## src/rtl/tmr8_pkg.sv

```systemverilog
package tmr8_pkg;
  typedef enum logic [1:0] {
    ACT_KEEP   = 2'b00,
    ACT_LOW    = 2'b01,
    ACT_HIGH   = 2'b10,
    ACT_TOGGLE = 2'b11
  } act_e;

  localparam int AW        = 2;
  localparam int NFLAGS    = 3;
  localparam int FLG_WRAP  = 0;
  localparam int FLG_CMPA  = 1;
  localparam int FLG_CMPB  = 2;
  localparam int FLAG_LSB  = 5;
  localparam int ADE_BIT   = 4;

  localparam logic [AW-1:0] A_CSR  = 2'd0;
  localparam logic [AW-1:0] A_CMPA = 2'd1;
  localparam logic [AW-1:0] A_CMPB = 2'd2;
  localparam logic [AW-1:0] A_CNT  = 2'd3;
endpackage

```

## src/rtl/tmr8_counter.sv

```systemverilog
module tmr8_counter #(
  parameter int W = 8
) (
  input  logic         clk,
  input  logic         rst_n,
  input  logic         step,
  input  logic         load,
  input  logic [W-1:0] load_val,
  input  logic [W-1:0] cmp_a,
  input  logic [W-1:0] cmp_b,
  output logic [W-1:0] cnt,
  output logic         hit_a,
  output logic         hit_b,
  output logic         wrap
);
  localparam logic [W-1:0] TOP = '1;

  logic adv;
  assign adv   = step && !load;
  assign hit_a = adv && (cnt == cmp_a);
  assign hit_b = adv && (cnt == cmp_b);
  assign wrap  = adv && (cnt == TOP);

  always_ff @(posedge clk or negedge rst_n) begin
    if (!rst_n)    cnt <= '0;
    else if (load) cnt <= load_val;
    else if (step) cnt <= cnt + 1'b1;
  end

  AST_WRAP_ZERO: assert property (@(posedge clk) disable iff (!rst_n)
    wrap |=> (cnt == '0));
  AST_LOAD_TAKES: assert property (@(posedge clk) disable iff (!rst_n)
    load |=> (cnt == $past(load_val)));
endmodule

```

## src/rtl/tmr8_flag.sv

```systemverilog
module tmr8_flag (
  input  logic clk,
  input  logic rst_n,
  input  logic set_ev,
  input  logic rd_csr,
  input  logic wr_csr,
  input  logic wbit,
  input  logic ack,
  input  logic ack_en,
  output logic flag
);
  logic armed_q;
  logic clr;

  assign clr = (wr_csr && armed_q && !wbit) || (ack && ack_en);

  always_ff @(posedge clk or negedge rst_n) begin
    if (!rst_n) begin
      flag    <= 1'b0;
      armed_q <= 1'b0;
    end else begin
      if (set_ev)   flag <= 1'b1;
      else if (clr) flag <= 1'b0;
      if (wr_csr)      armed_q <= 1'b0;
      else if (rd_csr) armed_q <= flag;
    end
  end

  AST_SET_WINS: assert property (@(posedge clk) disable iff (!rst_n)
    set_ev |=> flag);
  AST_NO_BLIND_CLEAR: assert property (@(posedge clk) disable iff (!rst_n)
    (flag && wr_csr && !armed_q && !(ack && ack_en)) |=> flag);
  AST_ACK_CLEARS: assert property (@(posedge clk) disable iff (!rst_n)
    (ack && ack_en && !set_ev) |=> !flag);
endmodule

```

## src/rtl/tmr8_outctl.sv

```systemverilog
module tmr8_outctl
  import tmr8_pkg::*;
(
  input  logic clk,
  input  logic rst_n,
  input  logic hit_a,
  input  logic hit_b,
  input  act_e act_a,
  input  act_e act_b,
  output logic pin
);
  logic any_tog, any_hi, any_lo, pin_d;

  always_comb begin
    any_tog = (hit_a && act_a == ACT_TOGGLE) || (hit_b && act_b == ACT_TOGGLE);
    any_hi  = (hit_a && act_a == ACT_HIGH)   || (hit_b && act_b == ACT_HIGH);
    any_lo  = (hit_a && act_a == ACT_LOW)    || (hit_b && act_b == ACT_LOW);
    if (any_tog)     pin_d = !pin;
    else if (any_hi) pin_d = 1'b1;
    else if (any_lo) pin_d = 1'b0;
    else             pin_d = pin;
  end

  always_ff @(posedge clk or negedge rst_n) begin
    if (!rst_n) pin <= 1'b0;
    else        pin <= pin_d;
  end

  AST_PIN_HOLDS: assert property (@(posedge clk) disable iff (!rst_n)
    !(hit_a || hit_b) |=> $stable(pin));
  AST_TOGGLE_FIRST: assert property (@(posedge clk) disable iff (!rst_n)
    (hit_a && hit_b && act_a == ACT_TOGGLE) |=> (pin != $past(pin)));
endmodule

```

## src/rtl/tmr8_chan.sv

```systemverilog
module tmr8_chan
  import tmr8_pkg::*;
#(
  parameter int W       = 8,
  parameter bit HAS_ADC = 1'b1
) (
  input  logic         clk,
  input  logic         rst_n,
  input  logic         step,
  input  logic [1:0]   bus_addr,
  input  logic         bus_rd,
  input  logic         bus_wr,
  input  logic [W-1:0] bus_wdata,
  output logic [W-1:0] bus_rdata,
  input  logic [2:0]   ack,
  input  logic         ack_clr_en,
  output logic         irq_cmpb,
  output logic         irq_cmpa,
  output logic         irq_wrap,
  output logic         tmr_out,
  output logic         adc_start
);
  localparam logic [W-1:0] CMP_RST = '1;

  logic [W-1:0]        cmp_a_q, cmp_b_q, cnt;
  logic [3:0]          os_q;
  logic                ade;
  logic                hit_a, hit_b, wrap;
  logic                csr_wr, csr_rd, cnt_ld;
  logic [NFLAGS-1:0]   set_vec, flags;
  logic [7:0]          csr_view;

  assign csr_wr = bus_wr && (bus_addr == A_CSR);
  assign csr_rd = bus_rd && (bus_addr == A_CSR);
  assign cnt_ld = bus_wr && (bus_addr == A_CNT);

  always_ff @(posedge clk or negedge rst_n) begin
    if (!rst_n) begin
      cmp_a_q <= CMP_RST;
      cmp_b_q <= CMP_RST;
      os_q    <= '0;
    end else if (bus_wr) begin
      case (bus_addr)
        A_CSR:   os_q    <= bus_wdata[3:0];
        A_CMPA:  cmp_a_q <= bus_wdata;
        A_CMPB:  cmp_b_q <= bus_wdata;
        default: ;
      endcase
    end
  end

  generate
    if (HAS_ADC) begin : g_adc
      logic ade_q;
      always_ff @(posedge clk or negedge rst_n) begin
        if (!rst_n) begin
          ade_q     <= 1'b0;
          adc_start <= 1'b0;
        end else begin
          if (csr_wr) ade_q <= bus_wdata[ADE_BIT];
          adc_start <= hit_a && ade_q;
        end
      end
      assign ade = ade_q;
      AST_ADC_SINGLE: assert property (@(posedge clk) disable iff (!rst_n)
        adc_start |=> !adc_start);
    end else begin : g_no_adc
      assign ade       = 1'b0;
      assign adc_start = 1'b0;
    end
  endgenerate

  tmr8_counter #(.W(W)) u_cnt (
    .clk(clk), .rst_n(rst_n), .step(step), .load(cnt_ld),
    .load_val(bus_wdata), .cmp_a(cmp_a_q), .cmp_b(cmp_b_q),
    .cnt(cnt), .hit_a(hit_a), .hit_b(hit_b), .wrap(wrap)
  );

  assign set_vec[FLG_WRAP] = wrap;
  assign set_vec[FLG_CMPA] = hit_a;
  assign set_vec[FLG_CMPB] = hit_b;

  generate
    for (genvar i = 0; i < NFLAGS; i++) begin : g_flag
      tmr8_flag u_flag (
        .clk(clk), .rst_n(rst_n), .set_ev(set_vec[i]),
        .rd_csr(csr_rd), .wr_csr(csr_wr), .wbit(bus_wdata[FLAG_LSB+i]),
        .ack(ack[i]), .ack_en(ack_clr_en), .flag(flags[i])
      );
    end
  endgenerate

  tmr8_outctl u_out (
    .clk(clk), .rst_n(rst_n), .hit_a(hit_a), .hit_b(hit_b),
    .act_a(act_e'(os_q[1:0])), .act_b(act_e'(os_q[3:2])), .pin(tmr_out)
  );

  assign csr_view = {flags, (HAS_ADC ? ade : 1'b1), os_q};

  always_ff @(posedge clk or negedge rst_n) begin
    if (!rst_n) bus_rdata <= '0;
    else if (bus_rd) begin
      case (bus_addr)
        A_CSR:   bus_rdata <= W'(csr_view);
        A_CMPA:  bus_rdata <= cmp_a_q;
        A_CMPB:  bus_rdata <= cmp_b_q;
        default: bus_rdata <= cnt;
      endcase
    end
  end

  assign irq_cmpb = flags[FLG_CMPB];
  assign irq_cmpa = flags[FLG_CMPA];
  assign irq_wrap = flags[FLG_WRAP];

  AST_ONE_WRITE_IGNORED: assert property (@(posedge clk) disable iff (!rst_n)
    (csr_wr && (bus_wdata[7:5] == 3'b111) && !(|(ack & {3{ack_clr_en}})))
      |=> (flags == $past(flags) | $past(set_vec)));
  AST_CMPA_SETS: assert property (@(posedge clk) disable iff (!rst_n)
    hit_a |=> irq_cmpa);
endmodule

```

## config.mk

```make
export PLATFORM = sky130hd
export DESIGN_NAME = tmr8_chan
export DESIGN_NICKNAME = d
export VERILOG_FILES = /design/src/rtl/tmr8_pkg.sv /design/src/rtl/tmr8_counter.sv /design/src/rtl/tmr8_flag.sv /design/src/rtl/tmr8_outctl.sv /design/src/rtl/tmr8_chan.sv
export SDC_FILE = /design/constraint.sdc
export NUM_CORES = 1
export LEC_CHECK = 0
export CAP_MARGIN = 5
export CORE_UTILIZATION = 35
export DETAILED_ROUTE_END_ITERATION = 16
export PLACE_DENSITY_LB_ADDON = 0.12
export SYNTH_ARGS = -nofsm -noshare
export SYNTH_HDL_FRONTEND = slang
export SYNTH_SLANG_ARGS = --single-unit
```

## constraint.sdc

```tcl
create_clock -name clk -period 3.07 [get_ports clk]
set_clock_uncertainty 0.1 [all_clocks]
set_input_delay 0.921 -clock clk [delete_from_list [all_inputs] [get_ports clk]]
set_output_delay 0.921 -clock clk [all_outputs]
set_load 0.02 [all_outputs]
```

==> Yosys cells after proc, flatten, opt, wreduce, memory -nomap -nowiden <==
Index checks and enable logic that the tools add are counted.
{ "word_totals": {"output_inout_bits": 13, "regBits": 45, "wordCells": 89} }
{ "op_classes": {"eq_ne": 12, "n_reduce_logical": 44, "mux": 18, "add_sub_neg": 1} }
{ "op_table": {"columns": ["operator", "n"], "rows": [
  ["one-hot mux 8 bit (3 select lines)", 1],
  ["logical AND 1 bit", 23],
  ["== test 8 bit", 2],
  ["two-way mux 8 bit", 2],
  ["two-way mux 1 bit", 15],
  ["== test 2 bit (second input constant)", 6],
  ["nonzero test 2 bit", 5],
  ["adder 8 x 1 -> 8 bit (second input constant)", 1],
  ["== test 8 bit (second input constant)", 1],
  ["== test 2 x 1 -> 1 bit (second input constant)", 3],
  ["logical OR 1 bit", 6],
  ["AND reduction 2 bit", 3],
  ["zero test 1 bit", 5],
  ["nonzero test 3 bit", 1],
  ["zero test 2 bit", 1]
]} }

==> Depth between registers and ports, before layout <==
Gate-level depths: netlist (run 1).
{ "depth": {"depth_word": 10, "mapped_depth": 7} }

==> Modules after synthesis <==
A second synthesis (run 1) with hierarchy kept.
{ "hier_totals": {"cells_unflattened": 204, "hier_area_um2": 2401.1} }
{ "by_module_without_submodules": {"columns": ["module", "instances", "seq_area_each_um2", "area_per_inst_um2", "cells_each"], "rows": [
  ["tmr8_chan", 1, 770.7, 1403.8, 96],
  ["tmr8_counter", 1, 200.2, 666.9, 80],
  ["tmr8_flag", 3, 50.0, 83.8, 7],
  ["tmr8_outctl", 1, 25.0, 78.8, 7]
]} }

==> Worst setup path after synthesis (run 1) <==
OpenSTA, ideal clock, no wires.
{ "synth_path": {"kind": "in2reg", "start": "in bus_wr", "end": "reg u_out.pin", "arrival_time_ns": 2.224, "setup_slack_ns": 0.669, "n_path_buf": 2, "path_stages": 7, "setup_time_ns": 0.077, "cell_sequence": "buf_6 -> and3_4 -> buf_6 -> nand2b_4 -> or4b_4 -> and2_0 -> a21oi_1"} }
{ "synth_via": {"elab_chain_cells": 8} }
{ "synth_lines": {"columns": ["item", "line", "source"], "rows": [
  ["start: declaration", "tmr8_chan.sv:12", "input logic bus_wr,"],
  ["logical AND 1 bit (*)", "tmr8_chan.sv:35", "assign cnt_ld = bus_wr && (bus_addr == A_CNT);"],
  ["zero test 1 bit (*)", "tmr8_counter.sv:19", "assign adv = step && !load;"],
  ["logical AND 1 bit (*)", "tmr8_counter.sv:19", null],
  ["logical AND 1 bit, on equally long branches", "tmr8_counter.sv:20, tmr8_counter.sv:21", null],
  ["logical AND 1 bit", "tmr8_outctl.sv:16", "any_hi = (hit_a && act_a == ACT_HIGH) || (hit_b && act_b == ACT_HIGH);"],
  ["logical OR 1 bit", "tmr8_outctl.sv:16", null],
  ["two-way mux 1 bit", "tmr8_outctl.sv:19", "else if (any_hi) pin_d = 1'b1;"],
  ["two-way mux 1 bit", "tmr8_outctl.sv:18", "if (any_tog) pin_d = !pin;"],
  ["end signal: assignment", "tmr8_outctl.sv:26", "else pin <= pin_d;"],
  ["end: declaration", "tmr8_outctl.sv:10", "output logic pin"]
]} }
Mark *: on every way between the ends. The rest lies on a longest branch, timed or not.
A chain may end at the register's enable or synchronous reset.

==> Worst setup path in the final report (run 1) <==
{ "layout_path": {"start": "in bus_addr[0]", "end": "reg u_out.pin"} }
{ "layout_via": {"elab_chain_cells": 9} }
{ "layout_lines": {"columns": ["item", "line", "source"], "rows": [
  ["start: declaration", "tmr8_chan.sv:10", "input logic [1:0] bus_addr,"],
  ["== test 2 bit (*)", "tmr8_chan.sv:35", null],
  ["logical AND 1 bit (*)", "tmr8_chan.sv:35", null],
  ["zero test 1 bit (*)", "tmr8_counter.sv:19", null],
  ["logical AND 1 bit (*)", "tmr8_counter.sv:19", null],
  ["logical AND 1 bit, on equally long branches", "tmr8_counter.sv:20, tmr8_counter.sv:21", null],
  ["logical AND 1 bit", "tmr8_outctl.sv:16", null],
  ["logical OR 1 bit", "tmr8_outctl.sv:16", null],
  ["two-way mux 1 bit", "tmr8_outctl.sv:19", null],
  ["two-way mux 1 bit", "tmr8_outctl.sv:18", null]
]} }
Marks and branches as above.

==> impl_results.md, run 1 <==
- DR iter-0 viols: 104
- Routed len/inst: roughly 18 µm
- Setup Buffers After CTS: 0
- DR pass1 iterations: 4
- DRC Markers: 0
- Worst-Margin Slew: between 0.5 and 0.6 ns
- Psw: 611 µW
- Final Max Tran Viols: 0
- #FFs+latches synth: 45
- I/O Pins: 32
- P per Cell Area: 673 nW/µm²
- RSZ-0062 raised after global routing: no
- Total internal power: 1.31 mW
- Final setup viols: 0
- First-pass GRT wire length: ~9000 µm
- Root Driver: clkbuf_8
- Layout cell share with drive strength beyond 1: 0.350
- Die span in x: 83.4 µm
- Synth area leaders: dfrtp_1, dfstp_2, mux2_2
- Final instance area: 2860 µm²
- Synth warn: 0
- Hold Crit Class: primary input to asynchronous set/reset pin
- Initial antenna violation count: 0
- H-Tree Depth: 2
- CTS tree: built
- Hold Buf Count CTS: 0
- Core area: 6390 µm²
- DR vias/cell: about 5.4
- Post-CTS sizing: 0
- Final Hold Viols: 0
- Setup TNS: 0 ns
- Worst EP arrival: 2.58 ns
- Vias in the first global route: between 1500 and 2000
- Syn Std Cell Area: 2320 µm²
- Sequential area share after synthesis: 0.494
- Layout Utilization: 0.448
- WP data required: 3.20 ns
- Synth-to-layout area growth: 23.5%
- Leading area contributor after synthesis: dfrtp_1
- Tcrit/Tclk final: 0.800
- Minimum clock period after layout: 2.45 ns
- Setup CP Type: primary input to flip-flop
- Reported max-cap violation count: 0
- CTS Buf Count: 5
- Die ar.: 6950 µm²
- Longest Clk Path Bufs: 2
- Yosys cell types: 37
- FMAX: just over 0.4 GHz
- Worst relative slew slack: 0.615
- Placed Instances: around 290
- Top cell type's share of synthesized area: 0.313
- GRT Total Usage: 0.172
- Clk_lat worst skew: roughly 0.3 ns
- Peak supply drop: between 200 and 300 µV
- Combinational share of power: 0.290
- Effective utilization at floorplan: 0.363
- Pin count of the biggest net entering global routing: 18
- Crit start category: primary input
- Post-Layout Cell Count: 300
- Clock power frac: 0.232
- Async SR Flop Fraction: 1.00
- ANT cells: 0
- Final worst-path setup slack: 0.615 ns
- Synth Flop Type: dfrtp_1
- Syn_nets: 202
- FP Rows: 29
- Clk slew on worst S/H paths: 0.09 ns
- Crit. End Element: flip-flop
- Pre-CTS WS: 0.298 ns
- P_leak: about 1.2 nW
- I/O Buffers: 31
- Sequential power share: 0.477
- Post-Syn Instances: around 180
- Drt total wl: ~5500 µm
- Total gr overflow: 0
- Placed cell areas: 2760 µm²
- Outcome: completed
- Sw frac: 0.317
- DP HPWL: 4040 µm
- Crit path max fanout: 11
- Nets: 242
- Placer congestion estimate: 0.791
- CTS sink cnt: between 40 and 50
- Vias: about 1600
- DIE HEIGHT: roughly 83 µm
- Synthesized area per cell: around 13 µm²
- DRT antenna net count: 0
- Number of enable flip-flop cells after synthesis: 0
-- cells in the mapped netlist, drive strengths merged, types with 2 or more instances --
cell type / instances
a22o: 3
a31o: 2
and2: 2
and3: 3
buf: 5
clkbuf: 5
dfrtp: 29
dfstp: 16
inv: 3
mux2: 29
mux4: 8
nand2: 17
nand3b: 2
nand4: 5
nand4b: 2
nor2: 3
nor4: 3
o21ai: 9
xnor2: 7
xor2: 16
-- cells in the final DEF, fill, tap and decap left out, types with 5 or more instances in the layout --
master	instances
xnor2_1	7
nand2_1	17
mux2_2	29
dfstp_2	16
mux4_2	8
nand4_1	5
o21ai_0	9
xor2_1	16
clkbuf_8	5
dfrtp_1	29
clkdlybuf4s50_1	30
buf_4	12
-- path summary, 6_finish.rpt --
kind                       cells past startpoint      endpoint          from  slack [ns]
min in group clk                               1  bus_rdata[3]  bus_rdata[3]        0.42
min reg2reg                                    1  bus_rdata[3]  bus_rdata[3]        0.42
max in group asynchronous                      2    cmp_b_q[3]         rst_n        1.88
min                                            1  bus_rdata[6]         rst_n        0.38
max reg2reg                                    5     u_out.pin  u_cnt.cnt[6]        1.02
max                                            6     u_out.pin   bus_addr[0]        0.62
-- registers in the layout (all words and copies together) (netlist names) --
name                   count
cmp_b_q                    8
adc_start                  1
u_out.pin                  1
u_cnt.cnt                  8
g_flag.u_flag.armed_q      3
ade                        1
cmp_a_q                    8
os_q                       4
g_flag.u_flag.flag         3
bus_rdata                  8
-- final cells by class --
class,instances,area (µm²)
clock inverters,2,35.0
inverters,3,11.3
clock buffers,6,72.6
multi-input cells,124,1110
fillers,594,3520
flip-flops and latches,45,1150
repair buffers,43,395
well taps,77,96.3
-- cell families after synthesis --
logic type               after synthesis  share of synthesized area
buffers and inverters                 13                     0.0286
AND/OR/NAND/NOR                       43                      0.107
XOR/XNOR                              23                     0.0869
multiplexers                          38                      0.223
adder cells (fa/ha/maj)                1                    0.00540
AO/OA/AOI/OAI                         19                     0.0545
flip-flops                            45                      0.494
-- power groups by stage --
stage          sequential (mW)  combinational [mW]  clock [mW]
4_1_cts                  0.917               0.569       0.459
5_1_grt                  0.943               0.607       0.487
6_report                 0.919               0.559       0.447
3_5_place_dp             0.927               0.564           0
2_1_floorplan            0.904               0.359           0
3_3_place_gp             0.923               0.562           0
-- worst max-delay path: stages --
cell	delay (ns)
clkdlybuf4s50_1	0.45
and3_4	0.23
nand2b_4	0.16
or4b_4	0.52
and2_0	0.17
a21oi_1	0.13
-- per-stage QoR --
step	total power, mW	hold WS [ns]
2_1_floorplan	1.26	0.366
3_3_place_gp	1.49	0.390
3_5_place_dp	1.49	0.391
4_1_cts	1.94	0.386
5_1_grt	2.04	0.388
6_report	1.93	0.383
-- routing by layer --
metal  global-route usage  routed length [µm]
met3               0.0398                 277
met2                0.262                2620
met1                0.246                2550
met4               0.0502                  59
met5                    0                   0
Power figures use the tool's default switching activity.
==> run 2: changes to the inputs <==
Clock period 3.07 ns to 2.4 ns, I/O delays scaled along.
==> impl_results.md, run 2 (synthesis gave the netlist of run 1 again) <==
- Clk_lat worst skew: 0.30 ns
- DR pass1 iterations: 4
- P per Cell Area: between 800 and 900 nW/µm²
- Most common cell after layout, fill and taps aside: clkdlybuf4s50_1
- Effective utilization at floorplan: 0.363
- Outcome: completed
- Clk slew on worst S/H paths: 0.08 ns
- Core area: 6390 µm²
- Met1 Wirelength: 2580 µm
- Initial antenna violation count: 0
- Fill count: roughly 590
- Tcrit/Tclk final: 0.925
- ANT cells: 0
- Final setup viols: 0
- Crit. End Element: flip-flop
- DR vias/cell: 5.21
- Final worst-path setup slack: 0.181 ns
- Routed len/inst: 18.4 µm
- DRC Markers: 0
- Peak supply drop: 428 µV
- DRT antenna net count: 0
- Highest-count cells in the layout ignoring fill and taps: clkdlybuf4s50_1, mux2_2, dfrtp_1, nand2_1, buf_4
- CTS Buf Count: 5
- Final instance area: 2920 µm²
- Root Driver: clkbuf_8
- Die ar.: 6950 µm²
- Longest Clk Path Bufs: 2
- Placer congestion estimate: 0.780
- Die span in x: 83.4 µm
- Vias: 1599
- Pre-CTS WS: -0.126 ns
- Post-CTS sizing: 0
- Top Layer Used: met4
- Final Hold Viols: 0
- FP Rows: 29
- CTS sink cnt: 45
- CP startpoint: bus_addr[0]
- DR iter-0 viols: between 80 and 90
- Crit start category: primary input
- CTS tree: built
- Drt total wl: 5640 µm
- Layout cell share with drive strength beyond 1: 0.365
- RSZ-0062 raised after global routing: no
- Worst relative slew slack: 0.652
- Worst-Margin Slew: between 0.5 and 0.6 ns
- Crit path max fanout: 3
- DIE HEIGHT: ~83 µm
- DP HPWL: about 4200 µm
- Reg-to-Reg Start: u_cnt.cnt[0]
- Hold Buf Count CTS: 0
- Reported max-cap violation count: 0
- Setup CP Type: primary input to flip-flop
- Vias in the first global route: between 1500 and 2000
- FMAX: between 0.4 and 0.5 GHz
- Synth-to-layout area growth: 26.1%
- Nets: 249
- Pin count of the biggest net entering global routing: 27
- H-Tree Depth: 2
- P_leak: between 1 and 1.5 nW
- Worst EP arrival: 2.34 ns
- GRT Total Usage: 0.177
- Final Max Tran Viols: 0
- WP data required: 2.52 ns
- Minimum clock period after layout: 2.22 ns
- Placed cell areas: roughly 2800 µm²
- Met2 wire length: ~2600 µm
- Metal3 WL: between 300 and 400 µm
- Hold Crit Class: primary input to asynchronous set/reset pin
- Total gr overflow: 0
- First-pass GRT wire length: 9230 µm
- I/O Buffers: 31
- I/O Pins: 32
- Setup Buffers After CTS: 0
run 2: cell types whose count changed in the layout (fill, tap and decap cells not counted):
cell and change:
clkbuf_1 +1, clkbuf_8 +1, buf_12 +2, clkinv_2 -1
bufinv_16 -1, buf_4 +5
run 2: critical path, stage by stage:
cell and delay [ns]:
clkdlybuf4s50_1 0.45, and3_4 0.20, nand2b_4 0.14, or4b_4 0.52, and2_0 0.16, a21oi_1 0.15
run 2: final cells by class:
class                           count  area (µm²)  area share
Clock buffer                        8        90.1      0.0308
Timing Repair Buffer               50         473       0.162
Sequential cell                    45        1150       0.392
Multi-Input combinational cell    124        1110       0.378
Inverter                            3        11.3     0.00385
Tap cell                           77        96.3      0.0330
run 2: routing by layer:
metal	vias to the layer above	global-route usage
met5	-	0
met4	0	0.0784
met3	9	0.0477
met2	53	0.265
met1	784	0.240
li1	753	-
run 2: final timing paths:
path,cells past startpoint,slack (ns),endpoint
setup / recovery,6,0.18,u_out.pin
hold / removal,1,0.29,g_flag[1].u_flag.flag
setup reg to reg,5,0.31,u_out.pin
hold reg to reg,1,0.40,g_flag[0].u_flag.armed_q
max in group asynchronous,2,1.32,cmp_a_q[6]
min in group clk,1,0.40,g_flag[0].u_flag.armed_q
run 2: through the flow:
step / TNS, ns / util / power [mW] / hold WS, ns / instances
2_1_floorplan: 0 / - / 1.62 / 0.324 / 182
3_3_place_gp: -0.159 / 0.444 / 1.91 / 0.385 / 299
3_5_place_dp: -0.303 / 0.444 / 1.93 / 0.389 / 299
4_1_cts: 0 / 0.458 / 2.42 / 0.301 / 307
5_1_grt: 0 / 0.458 / 2.54 / 0.308 / 307
6_report: 0 / 0.458 / 2.39 / 0.290 / 307
run 2: where the power goes:
group | internal [mW] | switching (mW)
clock network | 0.235 | 0.248
logic | 0.414 | 0.317
registers | 0.967 | 0.206
